File: src/rtl/con_uart_pkg.sv
package con_uart_pkg;

   // word index (byte offset / 8) of each register
   localparam int unsigned IDX_TXD  = 0;
   localparam int unsigned IDX_RXD  = 1;
   localparam int unsigned IDX_STAT = 2;
   localparam int unsigned IDX_DIV  = 3;
   localparam int unsigned IDX_IEN  = 4;

   localparam int unsigned CHAR_W = 8;
   localparam int unsigned OSR    = 16;

   typedef enum logic [1:0] {
      RX_IDLE,
      RX_START,
      RX_DATA,
      RX_STOP
   } rx_state_e;

endpackage

File: src/rtl/con_fifo.sv
module con_fifo #(
   parameter int unsigned DATA_W = 8,
   parameter int unsigned DEPTH  = 16
) (
   input  logic              clk,
   input  logic              rst_n,
   input  logic              push,
   input  logic [DATA_W-1:0] din,
   input  logic              pop,
   output logic [DATA_W-1:0] dout,
   output logic              empty,
   output logic              full
);
   localparam int unsigned AW = (DEPTH > 1) ? $clog2(DEPTH) : 1;
   localparam int unsigned CW = AW + 1;

   logic [DATA_W-1:0] mem [DEPTH];
   logic [AW-1:0]     wp, rp, wp_nx, rp_nx;
   logic [CW-1:0]     cnt;
   logic              push_ok, pop_ok;

   if (DEPTH < 2) begin : g_bad_depth
      $error("con_fifo: DEPTH must be at least 2");
   end

   // pointer advance: free wrap for powers of two, explicit wrap otherwise
   if ((1 << AW) == DEPTH) begin : g_pow2
      assign wp_nx = wp + 1'b1;
      assign rp_nx = rp + 1'b1;
   end else begin : g_wrap
      assign wp_nx = (wp == AW'(DEPTH - 1)) ? '0 : wp + 1'b1;
      assign rp_nx = (rp == AW'(DEPTH - 1)) ? '0 : rp + 1'b1;
   end

   assign empty   = (cnt == '0);
   assign full    = (cnt == CW'(DEPTH));
   assign push_ok = push && !full;
   assign pop_ok  = pop && !empty;
   assign dout    = mem[rp];

   always_ff @(posedge clk) begin
      if (push_ok) mem[wp] <= din;
   end

   always_ff @(posedge clk or negedge rst_n) begin
      if (!rst_n) begin
         wp  <= '0;
         rp  <= '0;
         cnt <= '0;
      end else begin
         if (push_ok) wp <= wp_nx;
         if (pop_ok)  rp <= rp_nx;
         if (push_ok && !pop_ok)      cnt <= cnt + 1'b1;
         else if (pop_ok && !push_ok) cnt <= cnt - 1'b1;
      end
   end

   // a push into a full queue leaves the fill level alone
   assert_full_push_ignored_R7: assert property (@(posedge clk) disable iff (!rst_n)
      (full && push && !pop) |=> ($stable(cnt) && full));

   // a pop from an empty queue leaves it empty
   assert_empty_pop_ignored_R7: assert property (@(posedge clk) disable iff (!rst_n)
      (empty && pop && !push) |=> empty);

   // simultaneous push and pop on a partly filled queue keeps the level
   assert_push_pop_level_R11: assert property (@(posedge clk) disable iff (!rst_n)
      (push && pop && !empty && !full) |=> $stable(cnt));

endmodule

File: src/rtl/con_tx.sv
module con_tx
   import con_uart_pkg::*;
#(
   parameter int unsigned DATA_W = CHAR_W,
   parameter int unsigned SAMP   = OSR
) (
   input  logic              clk,
   input  logic              rst_n,
   input  logic              tick,
   input  logic              q_empty,
   input  logic [DATA_W-1:0] q_data,
   output logic              q_pop,
   output logic              txd
);
   localparam int unsigned FRAME = DATA_W + 2;
   localparam int unsigned BW    = $clog2(FRAME);
   localparam int unsigned TW    = $clog2(SAMP);

   logic             busy;
   logic [FRAME-1:0] sh;
   logic [BW-1:0]    nbit;
   logic [TW-1:0]    tcnt;
   logic             txd_q;

   if (SAMP < 2) begin : g_bad_samp
      $error("con_tx: SAMP must be at least 2");
   end

   assign q_pop = !busy && !q_empty;
   assign txd   = txd_q;

   always_ff @(posedge clk or negedge rst_n) begin
      if (!rst_n) begin
         busy  <= 1'b0;
         sh    <= '1;
         nbit  <= '0;
         tcnt  <= '0;
         txd_q <= 1'b1;
      end else if (!busy) begin
         txd_q <= 1'b1;
         if (!q_empty) begin
            busy  <= 1'b1;
            sh    <= {1'b1, q_data, 1'b0};
            nbit  <= '0;
            tcnt  <= '0;
            txd_q <= 1'b0;
         end
      end else if (tick) begin
         tcnt <= (tcnt == TW'(SAMP - 1)) ? '0 : tcnt + 1'b1;
         if (tcnt == TW'(SAMP - 1)) begin
            if (nbit == BW'(FRAME - 1)) begin
               busy  <= 1'b0;
               txd_q <= 1'b1;
            end else begin
               nbit  <= nbit + 1'b1;
               sh    <= {1'b1, sh[FRAME-1:1]};
               txd_q <= sh[1];
            end
         end
      end
   end

   assert_idle_high_R3: assert property (@(posedge clk) disable iff (!rst_n)
      !busy |-> txd);

   assert_stop_high_R3: assert property (@(posedge clk) disable iff (!rst_n)
      $fell(busy) |-> $past(txd_q));

endmodule

File: src/rtl/con_rx.sv
module con_rx
   import con_uart_pkg::*;
#(
   parameter int unsigned DATA_W = CHAR_W,
   parameter int unsigned SAMP   = OSR
) (
   input  logic              clk,
   input  logic              rst_n,
   input  logic              tick,
   input  logic              rxd,
   output logic              push,
   output logic [DATA_W-1:0] data
);
   localparam int unsigned TW   = $clog2(SAMP);
   localparam int unsigned NBW  = $clog2(DATA_W);
   localparam int unsigned HALF = SAMP / 2;

   logic [2:0]        sync;
   logic              rx_s, rx_prev;
   rx_state_e         st;
   logic [TW-1:0]     tcnt;
   logic [NBW-1:0]    nbit;
   logic [DATA_W-1:0] sh;
   logic              push_q;
   logic [DATA_W-1:0] data_q;

   if (DATA_W < 2) begin : g_bad_width
      $error("con_rx: DATA_W must be at least 2");
   end

   assign rx_s    = sync[1];
   assign rx_prev = sync[2];
   assign push    = push_q;
   assign data    = data_q;

   always_ff @(posedge clk or negedge rst_n) begin
      if (!rst_n) begin
         sync   <= '1;
         st     <= RX_IDLE;
         tcnt   <= '0;
         nbit   <= '0;
         sh     <= '0;
         push_q <= 1'b0;
         data_q <= '0;
      end else begin
         sync   <= {sync[1:0], rxd};
         push_q <= 1'b0;
         unique case (st)
            RX_IDLE: begin
               if (rx_prev && !rx_s) begin
                  st   <= RX_START;
                  tcnt <= '0;
               end
            end
            RX_START: if (tick) begin
               if (tcnt == TW'(HALF - 1)) begin
                  tcnt <= '0;
                  nbit <= '0;
                  st   <= rx_s ? RX_IDLE : RX_DATA;
               end else begin
                  tcnt <= tcnt + 1'b1;
               end
            end
            RX_DATA: if (tick) begin
               if (tcnt == TW'(SAMP - 1)) begin
                  tcnt <= '0;
                  sh   <= {rx_s, sh[DATA_W-1:1]};
                  if (nbit == NBW'(DATA_W - 1)) st <= RX_STOP;
                  else                          nbit <= nbit + 1'b1;
               end else begin
                  tcnt <= tcnt + 1'b1;
               end
            end
            RX_STOP: if (tick) begin
               if (tcnt == TW'(SAMP - 1)) begin
                  tcnt <= '0;
                  st   <= RX_IDLE;
                  if (rx_s) begin
                     push_q <= 1'b1;
                     data_q <= sh;
                  end
               end else begin
                  tcnt <= tcnt + 1'b1;
               end
            end
            default: st <= RX_IDLE;
         endcase
      end
   end

   assert_stop_sampled_high_R6: assert property (@(posedge clk) disable iff (!rst_n)
      push |-> $past(rx_s));

   assert_start_confirmed_low_R10: assert property (@(posedge clk) disable iff (!rst_n)
      (st == RX_DATA && $past(st) == RX_START) |-> !$past(rx_s));

endmodule

File: src/rtl/con_uart.sv
module con_uart
   import con_uart_pkg::*;
#(
   parameter int unsigned ADDR_W     = 6,
   parameter int unsigned DIV_W      = 16,
   parameter int unsigned FIFO_DEPTH = 16
) (
   input  logic              clk,
   input  logic              rst_n,
   input  logic [ADDR_W-1:0] bus_addr,
   input  logic              bus_wr,
   input  logic              bus_rd,
   input  logic [63:0]       bus_wdata,
   output logic [63:0]       bus_rdata,
   output logic              txd,
   input  logic              rxd,
   output logic              irq
);
   localparam int unsigned IW = ADDR_W - 3;

   logic [IW-1:0]     idx;
   logic              hit;
   logic              sel_tx, sel_rx, sel_st, sel_dv, sel_ie;
   logic [DIV_W-1:0]  div_q, bcnt;
   logic              tick;
   logic [1:0]        ien_q;
   logic              tx_pop, tx_empty, tx_full;
   logic [CHAR_W-1:0] tx_head;
   logic              rx_push, rx_empty, rx_full;
   logic [CHAR_W-1:0] rx_byte, rx_head;
   logic              unused_bits;

   if (ADDR_W < 6) begin : g_bad_addr
      $error("con_uart: ADDR_W must cover offset 0x20");
   end
   if (DIV_W < 1 || DIV_W > 64) begin : g_bad_div
      $error("con_uart: DIV_W out of range");
   end

   if (DIV_W < 64) begin : g_unused_hi
      assign unused_bits = ^bus_wdata[63:DIV_W];
   end else begin : g_unused_none
      assign unused_bits = 1'b0;
   end

   // register decode: 8-byte stride, aligned accesses only
   assign idx    = bus_addr[ADDR_W-1:3];
   assign hit    = (bus_addr[2:0] == 3'b000);
   assign sel_tx = hit && (idx == IW'(IDX_TXD));
   assign sel_rx = hit && (idx == IW'(IDX_RXD));
   assign sel_st = hit && (idx == IW'(IDX_STAT));
   assign sel_dv = hit && (idx == IW'(IDX_DIV));
   assign sel_ie = hit && (idx == IW'(IDX_IEN));

   always_ff @(posedge clk or negedge rst_n) begin
      if (!rst_n) begin
         div_q <= '0;
         ien_q <= '0;
      end else if (bus_wr) begin
         if (sel_dv) div_q <= bus_wdata[DIV_W-1:0];
         if (sel_ie) ien_q <= bus_wdata[1:0];
      end
   end

   // shared oversample tick: one pulse every div_q + 1 clocks
   assign tick = (bcnt >= div_q);
   always_ff @(posedge clk or negedge rst_n) begin
      if (!rst_n)    bcnt <= '0;
      else if (tick) bcnt <= '0;
      else           bcnt <= bcnt + 1'b1;
   end

   always_comb begin
      bus_rdata = '0;
      if (sel_rx)      bus_rdata[CHAR_W-1:0] = rx_empty ? '0 : rx_head;
      else if (sel_st) bus_rdata[3:0]        = {tx_full, rx_full, tx_empty, rx_empty};
      else if (sel_dv) bus_rdata[DIV_W-1:0]  = div_q;
      else if (sel_ie) bus_rdata[1:0]        = ien_q;
   end

   assign irq = (ien_q[0] && !rx_empty) || (ien_q[1] && tx_empty);

   con_fifo #(.DATA_W(CHAR_W), .DEPTH(FIFO_DEPTH)) u_txq (
      .clk   (clk),
      .rst_n (rst_n),
      .push  (bus_wr && sel_tx),
      .din   (bus_wdata[CHAR_W-1:0]),
      .pop   (tx_pop),
      .dout  (tx_head),
      .empty (tx_empty),
      .full  (tx_full)
   );

   con_tx #(.DATA_W(CHAR_W), .SAMP(OSR)) u_tx (
      .clk     (clk),
      .rst_n   (rst_n),
      .tick    (tick),
      .q_empty (tx_empty),
      .q_data  (tx_head),
      .q_pop   (tx_pop),
      .txd     (txd)
   );

   con_rx #(.DATA_W(CHAR_W), .SAMP(OSR)) u_rx (
      .clk   (clk),
      .rst_n (rst_n),
      .tick  (tick),
      .rxd   (rxd),
      .push  (rx_push),
      .data  (rx_byte)
   );

   con_fifo #(.DATA_W(CHAR_W), .DEPTH(FIFO_DEPTH)) u_rxq (
      .clk   (clk),
      .rst_n (rst_n),
      .push  (rx_push),
      .din   (rx_byte),
      .pop   (bus_rd && sel_rx),
      .dout  (rx_head),
      .empty (rx_empty),
      .full  (rx_full)
   );

endmodule

File: config.mk
export PLATFORM = sky130hd
export DESIGN_NAME = con_uart
export DESIGN_NICKNAME = d
export VERILOG_FILES = /design/src/rtl/con_uart_pkg.sv /design/src/rtl/con_fifo.sv /design/src/rtl/con_tx.sv /design/src/rtl/con_rx.sv /design/src/rtl/con_uart.sv
export SDC_FILE = /design/constraint.sdc
export NUM_CORES = 1
export LEC_CHECK = 0
export BUFFER_PORTS_ARGS = -buffer_cell sky130_fd_sc_hd__buf_2
export CAP_MARGIN = 20
export CELL_PAD_IN_SITES_DETAIL_PLACEMENT = 1
export CELL_PAD_IN_SITES_GLOBAL_PLACEMENT = 1
export CORE_MARGIN = 2
export CORE_UTILIZATION = 41
export CTS_CLUSTER_DIAMETER = 150
export CTS_CLUSTER_SIZE = 28
export DETAILED_ROUTE_END_ITERATION = 6
export PLACE_DENSITY_LB_ADDON = 0.1
export SLEW_MARGIN = 20
export SYNTH_ARGS = -nofsm -noshare
export SYNTH_HDL_FRONTEND = slang
export SYNTH_HIERARCHICAL = 1
export SYNTH_SLANG_ARGS = --single-unit
File: constraint.sdc
create_clock -name clk -period 3.6 [get_ports clk]
set_clock_uncertainty 0.15 [all_clocks]
set_input_delay 0 -clock clk [delete_from_list [all_inputs] [get_ports clk]]
set_output_delay 0 -clock clk [all_outputs]
set_load 0.005 [all_outputs]
==> impl_metrics.tcl, run 1 <==
set metrics [dict create \
    cp_num_buf_inv 1 \
    clk_latency_ns 0.53 \
    cts_root_buffer "clkbuf_16" \
    ys_types 78 \
    drv_cap 0 \
    worst_pin_slew_ns 0.899 \
    clock.fmax_mhz 307 \
    fin_area_um2 17900 \
    antenna_found_initial 0 \
    detail_route.vias_per_cell 5.29 \
    ant_nets 0 \
    drc 0 \
    hold_viol 36 \
    hold_ws_ns -0.0194 \
    wl_per_cell_um 21.8 \
    worst_path_max_delay_cell "or3_1" \
    rsz0062_at_grt "false" \
    min_period_ns 3.26 \
    syn_to_final_growth_pct 9.12 \
    io_pins 141 \
    syn-cell-area_um2 16400 \
    synthArstFlopShare_pct 29.5 \
    arrival_ns 3.53 \
    yosys.area.top_type_share_pct 46.9 \
    r2r_start "bcnt[0]" \
    cts_resized 0 \
    io_buffers 44 \
    ys_seq_elements 363 \
    grtUsageTotal_pct 18.2 \
    die_area_um2 41600 \
    grt_max_degree 64 \
    overflow 0 \
    power_leakage_nw 6.74 \
    die_x_um 204 \
    total_power_mw 7.80 \
    yosysMostFrequentCell "edfxtp_1" \
    grt_pass1_wl_um 57900 \
    cts_tree "yes" \
    htree_levels 1 \
    cts.clk_slew.worst_paths_ns 0.12 \
    drive_gt1_share_pct 20.5 \
    dpl-instance-area_um2 17200 \
    drt_iter0_markers 415 \
    fin_util_pct 45.1 \
    setup_viol 0 \
    slew_headroom_pct 39.8 \
    synth_edf_count 256 \
    timing.rr.end "u_rx/tcnt[3]" \
    synthCells 1087 \
    fin_crit_sh_pct 90.5 \
    avgSynthCellArea_um2 15.1 \
    synth_commonest_cells "256 x edfxtp_1, 95 x dfrtp_1, 71 x mux2i_1" \
    die_h_um 204 \
    dr.pass1.iters 4 \
    clockBufferDepth 3 \
    required_ns 3.87 \
    start_util_pct 41.4 \
    finalSetupTns_ns 0 \
    cts_made_buffers 16 \
    criticalPathCategory "reg2reg" \
    hpwl_um 25500 \
    startpoint "bcnt[0]" \
    ir_drop_mv 0.265 \
    grt_pass1_vias 9665 \
    ys.flop_type "edfxtp_1" \
    status "finished with violations" \
    rows 73 \
    final_max_slew_viol_count 0 \
    yosysTopAreaCell "edfxtp_1" \
    nets 1292 \
    violations "negative hold slack" \
    yosysWarnings 6 \
    crit_chain "inv_1 -> ha_1 -> nand2b_1 -> a2111oi_0 -> o41ai_2 -> or3_1 -> and3b_2 -> a2bb2oi_1 -> nor3_1 -> a211o_1" \
    cpPeakStageDelay_ns 0.53 \
    reg2reg_slack_ns 0.34 \
    reg2reg_depth 10 \
    routabilityCongestion 0.727 \
    wl_um 37300 \
    path_depth 10 \
    critPathCapture "u_rx/tcnt[3]" \
    clkSinkCount 363 \
    synthTopCellsByArea "edfxtp_1 47%, dfrtp_1 14%, mux4_2 4.4%" \
    cp-end-kind "flop" \
    min_path_type "in2async" \
    start_kind "flop" \
    vias 9049 \
    coreArea_um2 39600 \
    cellPowerDensity_nw_per_um2 436 \
    crit_family "compound AO/OA/AOI/OAI gates" \
    yosysSeqAreaShare_pct 63.3 \
    crit_path_max_fanout 11 \
]
==> worst min path at each step <==
stage               slack, ns           end  cells past startpoint   from
floorplan               -0.45       bcnt[0]                      0  rst_n
global placement        -0.02  u_rx/sync[0]                      1    rxd
detailed placement      -0.02  u_rx/sync[0]                      1    rxd
CTS                      0.01  u_tx/nbit[3]                      2  rst_n
global route             0.05  u_tx/nbit[3]                      2  rst_n
finish                  -0.02  u_txq/cnt[3]                      2  rst_n
==> power by group <==
part	total [mW]	internal (mW)	switching (mW)
clock	2.16	0.896	1.27
sequential	4.92	4.68	0.239
combinational	0.716	0.339	0.378
==> state kept, by name, indices dropped and copies added (netlist names), 2 cells and up, named ones only <==
signal,flops
u_tx/sh,8
u_rxq/wp,4
u_rxq/rp,4
u_txq/rp,4
u_rxq/cnt,5
ien_q,2
u_rx/sync,3
u_txq/mem,128
u_tx/tcnt,4
u_txq/cnt,5
bcnt,16
u_rx/data,8
u_rx/nbit,3
u_rx/sh,8
div_q,16
u_txq/wp,4
u_rx/tcnt,4
u_tx/nbit,4
u_rxq/mem,128
==> cell usage in the layout (no fill, tap or decap), types with 15 or more instances in the layout <==
| master | n |
|---|---|
| o21ai_0 | 36 |
| mux4_2 | 32 |
| inv_1 | 40 |
| edfxtp_1 | 256 |
| dfrtp_1 | 93 |
| a221oi_2 | 20 |
| mux2_2 | 36 |
| clkbuf_16 | 17 |
| buf_2 | 43 |
| nor4_1 | 20 |
| nor2_1 | 34 |
| nor3_1 | 15 |
| buf_4 | 49 |
| nand2_1 | 63 |
| xnor2_1 | 31 |
| ha_1 | 41 |
| dlygate4sd3_1 | 26 |
| mux2i_1 | 71 |
| a22oi_1 | 17 |
| conb_1 | 48 |
==> area by class of cell <==
type,instances,area (um2)
Antenna cell,1,2.50
Clock buffer,27,463
Fill cell,3982,21700
Inverter,42,158
Multi-Input combinational cell,631,5350
Sequential cell,363,10400
Tap cell,525,657
Timing Repair Buffer,120,883
==> what timing repair did <==
action | CTS | global route
buffers inserted | 0 | 0
hold buffers | 26 | 0
hold endpoints to repair | 215 | 0
==> layer usage <==
layer | GRT usage, % | up-vias | share of wire (%)
met4 | 3.39 | 0 | 1.4
met2 | 32.2 | 84 | 51
met1 | 24.3 | 4723 | 45
met3 | 2.15 | 29 | 2.8
li1 | - | 4213 | -
met5 | 0 | - | 0
==> through the flow <==
stage               setup slack [ns]  cells
floorplan                      0.302   1134
global placement               0.300   1655
detailed placement             0.296   1655
CTS                            0.261   1708
global route                   0.114   1708
finish                         0.341   1709
==> logic make-up (layout without fill, tap and decap cells) <==
group                    after synthesis  after routing  share of synthesized area, %
buffers and inverters                140            189                          5.17
flip-flops                           363            363                          63.3
AND/OR/NAND/NOR                      223            223                          7.49
XOR/XNOR                              34             34                          1.82
AO/OA/AOI/OAI                        144            144                          7.62
other                                  1             49                        0.0229
multiplexers                         139            139                          11.2
adder cells (fa/ha/maj)               43             43                          3.37
No activity file was read; power rests on OpenSTA's default activity.
==> run 2, diff against run 1 <==
Settings changed: CELL_PAD_IN_SITES_DETAIL_PLACEMENT 1 to 0, CELL_PAD_IN_SITES_GLOBAL_PLACEMENT 1 to 2.
==> impl_metrics.tcl, run 2 (synthesis results as in run 1) <==
set metrics [dict create \
    status "complete, no violations" \
    antenna_found_initial 0 \
    placed_cells 1659 \
    drv_cap 0 \
    nets 1294 \
    power_leakage_nw 6.76 \
    grt_pass1_wl_um 54400 \
    syn_to_final_growth_pct 9.27 \
    slew_headroom_pct 38.4 \
    ir_drop_mv 0.296 \
    fin_area_um2 17900 \
    start_kind "flop" \
    routed-wl-met3_um 643 \
    detail_route.vias_per_cell 5.14 \
    final_max_slew_viol_count 0 \
    finalSetupTns_ns 0 \
    cp-end-kind "flop" \
    layout_commonest_cell "edfxtp_1" \
    clkSinkCount 363 \
    setup_viol 0 \
    die_h_um 204 \
    top_layer "met4" \
    min_path_type "in2async" \
    wl_per_cell_um 20.3 \
    dpl-instance-area_um2 17200 \
    total_power_mw 7.80 \
    hold_ws_ns 0.00204 \
    io_buffers 44 \
    wl_met2_um 18100 \
    clockBufferDepth 3 \
    required_ns 3.89 \
    start_util_pct 41.4 \
    rows 73 \
    clk_latency_ns 0.53 \
    htree_levels 1 \
    drt_iter0_markers 588 \
    hold_viol 0 \
    wl_um 34800 \
    cts_root_buffer "clkbuf_16" \
    fin_crit_sh_pct 90.4 \
    grt_max_degree 66 \
    die_x_um 204 \
    worst_pin_slew_ns 0.924 \
    finalNonFillerCells 1711 \
    routabilityCongestion 0.732 \
    cts.clk_slew.worst_paths_ns 0.10 \
    dr.pass1.iters 6 \
    layout_common_cells "256 x edfxtp_1, 93 x dfrtp_1, 71 x mux2i_1, 63 x nand2_1, 53 x buf_4" \
    crit_path_max_fanout 5 \
    min_period_ns 3.25 \
    cts_made_buffers 16 \
    overflow 0 \
    antenna_cells 0 \
    n_fill_cell 3606 \
    clock.fmax_mhz 307 \
    ant_nets 0 \
    grt_pass1_vias 9075 \
    reg.largest.list "u_rxq/mem (128), u_txq/mem (128)" \
    hpwl_um 23700 \
    drive_gt1_share_pct 20.8 \
    criticalPathCategory "reg2reg" \
    coreArea_um2 39600 \
    arrival_ns 3.54 \
    wl_met1_um 15600 \
    cellPowerDensity_nw_per_um2 435 \
    rsz0062_at_grt "false" \
    grtUsageTotal_pct 17.1 \
    io_pins 141 \
    vias 8788 \
    die_area_um2 41600 \
    drc 0 \
    cts_tree "yes" \
]
-- run 2: final cells by class --
type / instances / area [um2] / share of cell area [%]
Timing Repair Buffer: 122 / 893 / 4.99
Clock inverter: 1 / 17.5 / 0.0978
Sequential cell: 363 / 10400 / 57.9
Inverter: 42 / 158 / 0.880
Clock buffer: 27 / 463 / 2.58
Tap cell: 525 / 657 / 3.67
Multi-Input combinational cell: 631 / 5350 / 29.8
-- run 2: power breakdown --
group          internal, mW  switching [mW]
Combinational         0.341           0.367
Sequential             4.68           0.229
Clock                 0.933            1.25
-- run 2: path summary, 6_finish.rpt --
path | startpoint | endpoint | slack (ns) | cells past startpoint
setup reg to reg | u_txq/cnt[0] | u_txq/cnt[4] | 0.35 | 13
max in group asynchronous | rst_n | u_rx/sync[2] | 2.48 | 3
setup / recovery | u_txq/cnt[0] | u_txq/cnt[4] | 0.35 | 13
hold / removal | rst_n | u_tx/nbit[0] | 0.002 | 2
min in group clk | bus_addr[5] | u_txq/wp[0] | 0 | 5
hold reg to reg | u_rx/sync[0] | u_rx/sync[1] | 0.22 | 0
-- run 2: worst max-delay path, cell delays in order (launching register included) --
cell     delay, ns
dfrtp_1       0.47
or4_4         0.57
nor2_1        0.13
or2_2         0.17
inv_1         0.06
o21a_4        0.13
inv_2         0.08
ha_1          0.16
inv_1         0.11
fa_1          0.42
a21o_1        0.19
a21oi_1       0.17
mux2i_1       0.23
xnor2_1       0.14
-- run 2: metal layers --
layer / GRT usage (%) / up-vias
met3: 1.61 / 29
met4: 2.46 / 0
met2: 31.0 / 76
met5: 0 / -
li1: - / 4217
met1: 22.8 / 4466
-- run 2: through the flow --
| step | util, % | setup WS, ns |
|---|---|---|
| 5_1_grt | 45.2 | 0.0654 |
| 2_1_floorplan | - | 0.302 |
| 3_5_place_dp | 43.4 | 0.374 |
| 4_1_cts | 45.2 | 0.330 |
| 6_report | 45.2 | 0.347 |
| 3_3_place_gp | 43.4 | 0.395 |
-- run 2: repair_timing --
action,in CTS,in global routing
gates resized for setup,0,0
hold buffers,24,0
setup endpoints to repair,0,0
setup buffers,0,0
hold endpoints to repair,215,0
==> run 3, diff against run 2 <==
Settings changed: CTS_BUF_LIST set to sky130_fd_sc_hd__clkbuf_8.
==> impl_metrics.tcl, run 3 (synthesis results as in run 1) <==
set metrics [dict create \
    grt_pass1_wl_um 55000 \
    drv_cap 0 \
    grtUsageTotal_pct 17.4 \
    total_power_mw 7.34 \
    crit_path_max_fanout 31 \
    ant_nets 0 \
    routabilityCongestion 0.732 \
    cts.clk_slew.worst_paths_ns 0.17 \
    status "complete, no violations" \
    reg.largest.list "u_rxq/mem (128), u_txq/mem (128)" \
    antenna_found_initial 0 \
    criticalPathCategory "reg2out" \
    slew_headroom_pct 40.3 \
    power_leakage_nw 6.80 \
    cts_tree "yes" \
    clockBufferDepth 3 \
    clk_latency_ns 0.59 \
    finalWorstSetupSlack_ns 0.278 \
    io_pins 141 \
    fin_crit_sh_pct 92.3 \
    required_ns 3.45 \
    layout_commonest_cell "edfxtp_1" \
    place_worst_setup_slack_ns 0.374 \
    drc 0 \
    cts_resized 0 \
    final_max_slew_viol_count 0 \
    cts_hold_buf 39 \
    detail_route.vias_per_cell 5.15 \
    die_x_um 204 \
    arrival_ns 3.17 \
    wl_um 35400 \
    ir_drop_mv 0.307 \
    layout_common_cells "256 x edfxtp_1, 93 x dfrtp_1, 71 x mux2i_1, 63 x nand2_1, 53 x buf_4" \
    cts_made_buffers 16 \
    syn_to_final_growth_pct 9.13 \
    finalSetupTns_ns 0 \
    htree_levels 1 \
    start_kind "flop" \
    drive_gt1_share_pct 20.6 \
    min_period_ns 3.32 \
    grt_max_degree 44 \
    cts_root_buffer "clkbuf_8" \
    hpwl_um 23700 \
    rsz0062_at_grt "false" \
    die_area_um2 41600 \
    setup_viol 0 \
    worst_pin_slew_ns 0.892 \
    dr.pass1.iters 5 \
    nets 1309 \
    clock.fmax_mhz 301 \
    rows 73 \
    cellPowerDensity_nw_per_um2 410 \
    drt_iter0_markers 626 \
    hold_viol 0 \
    start_util_pct 41.4 \
    antenna_cells 0 \
    wl_per_cell_um 20.5 \
    post_cts_buffers 0 \
    overflow 0 \
    clkSinkCount 363 \
    fin_util_pct 45.1 \
    die_h_um 204 \
    min_path_type "in2reg" \
    cp-end-kind "output port" \
    coreArea_um2 39600 \
    io_buffers 44 \
    grt_pass1_vias 9156 \
    hold_depth 8 \
    vias 8881 \
    reg2reg_depth 13 \
]
-- run 3: cell types whose count changed in the layout (fill, tap and decap cells not counted), sizes merged --
cell,delta
clkbuf,-10
dlygate4sd3,+14
buf,+1
inv,+10
-- run 3: path summary, 6_finish.rpt --
kind / endpoint / startpoint / slack, ns
setup reg to reg: u_txq/cnt[4] / u_txq/cnt[0] / 0.34
hold reg to reg: u_rx/sync[1] / u_rx/sync[0] / 0.22
max in group asynchronous: u_rx/sync[2] / rst_n / 2.25
hold / removal: u_txq/wp[0] / bus_addr[2] / 0.15
setup / recovery: bus_rdata[3] / u_rxq/rp[0] / 0.28
min in group asynchronous: u_rxq/rp[0] / rst_n / 0.37
-- run 3: area by class of cell --
type | instances | area [um2]
clock buffers | 17 | 234
clock inverters | 11 | 55.1
fillers | 3617 | 21700
repair buffers | 137 | 1060
multi-input cells | 631 | 5350
well taps | 525 | 657
flip-flops and latches | 363 | 10400
inverters | 42 | 158
-- run 3: stage by stage --
stage	instances	hold WS (ns)	cell area, um2
floorplan	1134	-0.446	16600
global placement	1659	-0.0445	17200
detailed placement	1659	-0.0431	17200
CTS	1726	0.125	17900
global route	1726	0.180	17900
finish	1726	0.146	17900
-- run 3: routing by layer --
layer / vias up / part of all wire, % / global-route usage (%)
li1: 4237 / - / -
met1: 4522 / 45 / 23.2
met2: 91 / 52 / 31.4
met3: 31 / 2.0 / 1.61
met4: 0 / 1.3 / 2.64
met5: - / 0 / 0
-- run 3: report_power, final --
part | switching, mW | internal [mW] | total [mW] | leakage (nW)
Combinational | 0.376 | 0.363 | 0.739 | 2.97
Sequential | 0.231 | 4.68 | 4.91 | 3.64
Clock | 1.21 | 0.484 | 1.69 | 0.188
Total | 1.81 | 5.53 | 7.34 | 6.80
-- run 3: critical path, cell delays in order (launching register included) --
cell      delay (ns)
dfrtp_2         0.67
buf_12          0.30
mux2i_1         0.22
a221oi_1        0.14
a22oi_1         0.21
nand2_1         0.16
a222oi_1        0.63
inv_1           0.10
buf_2           0.15
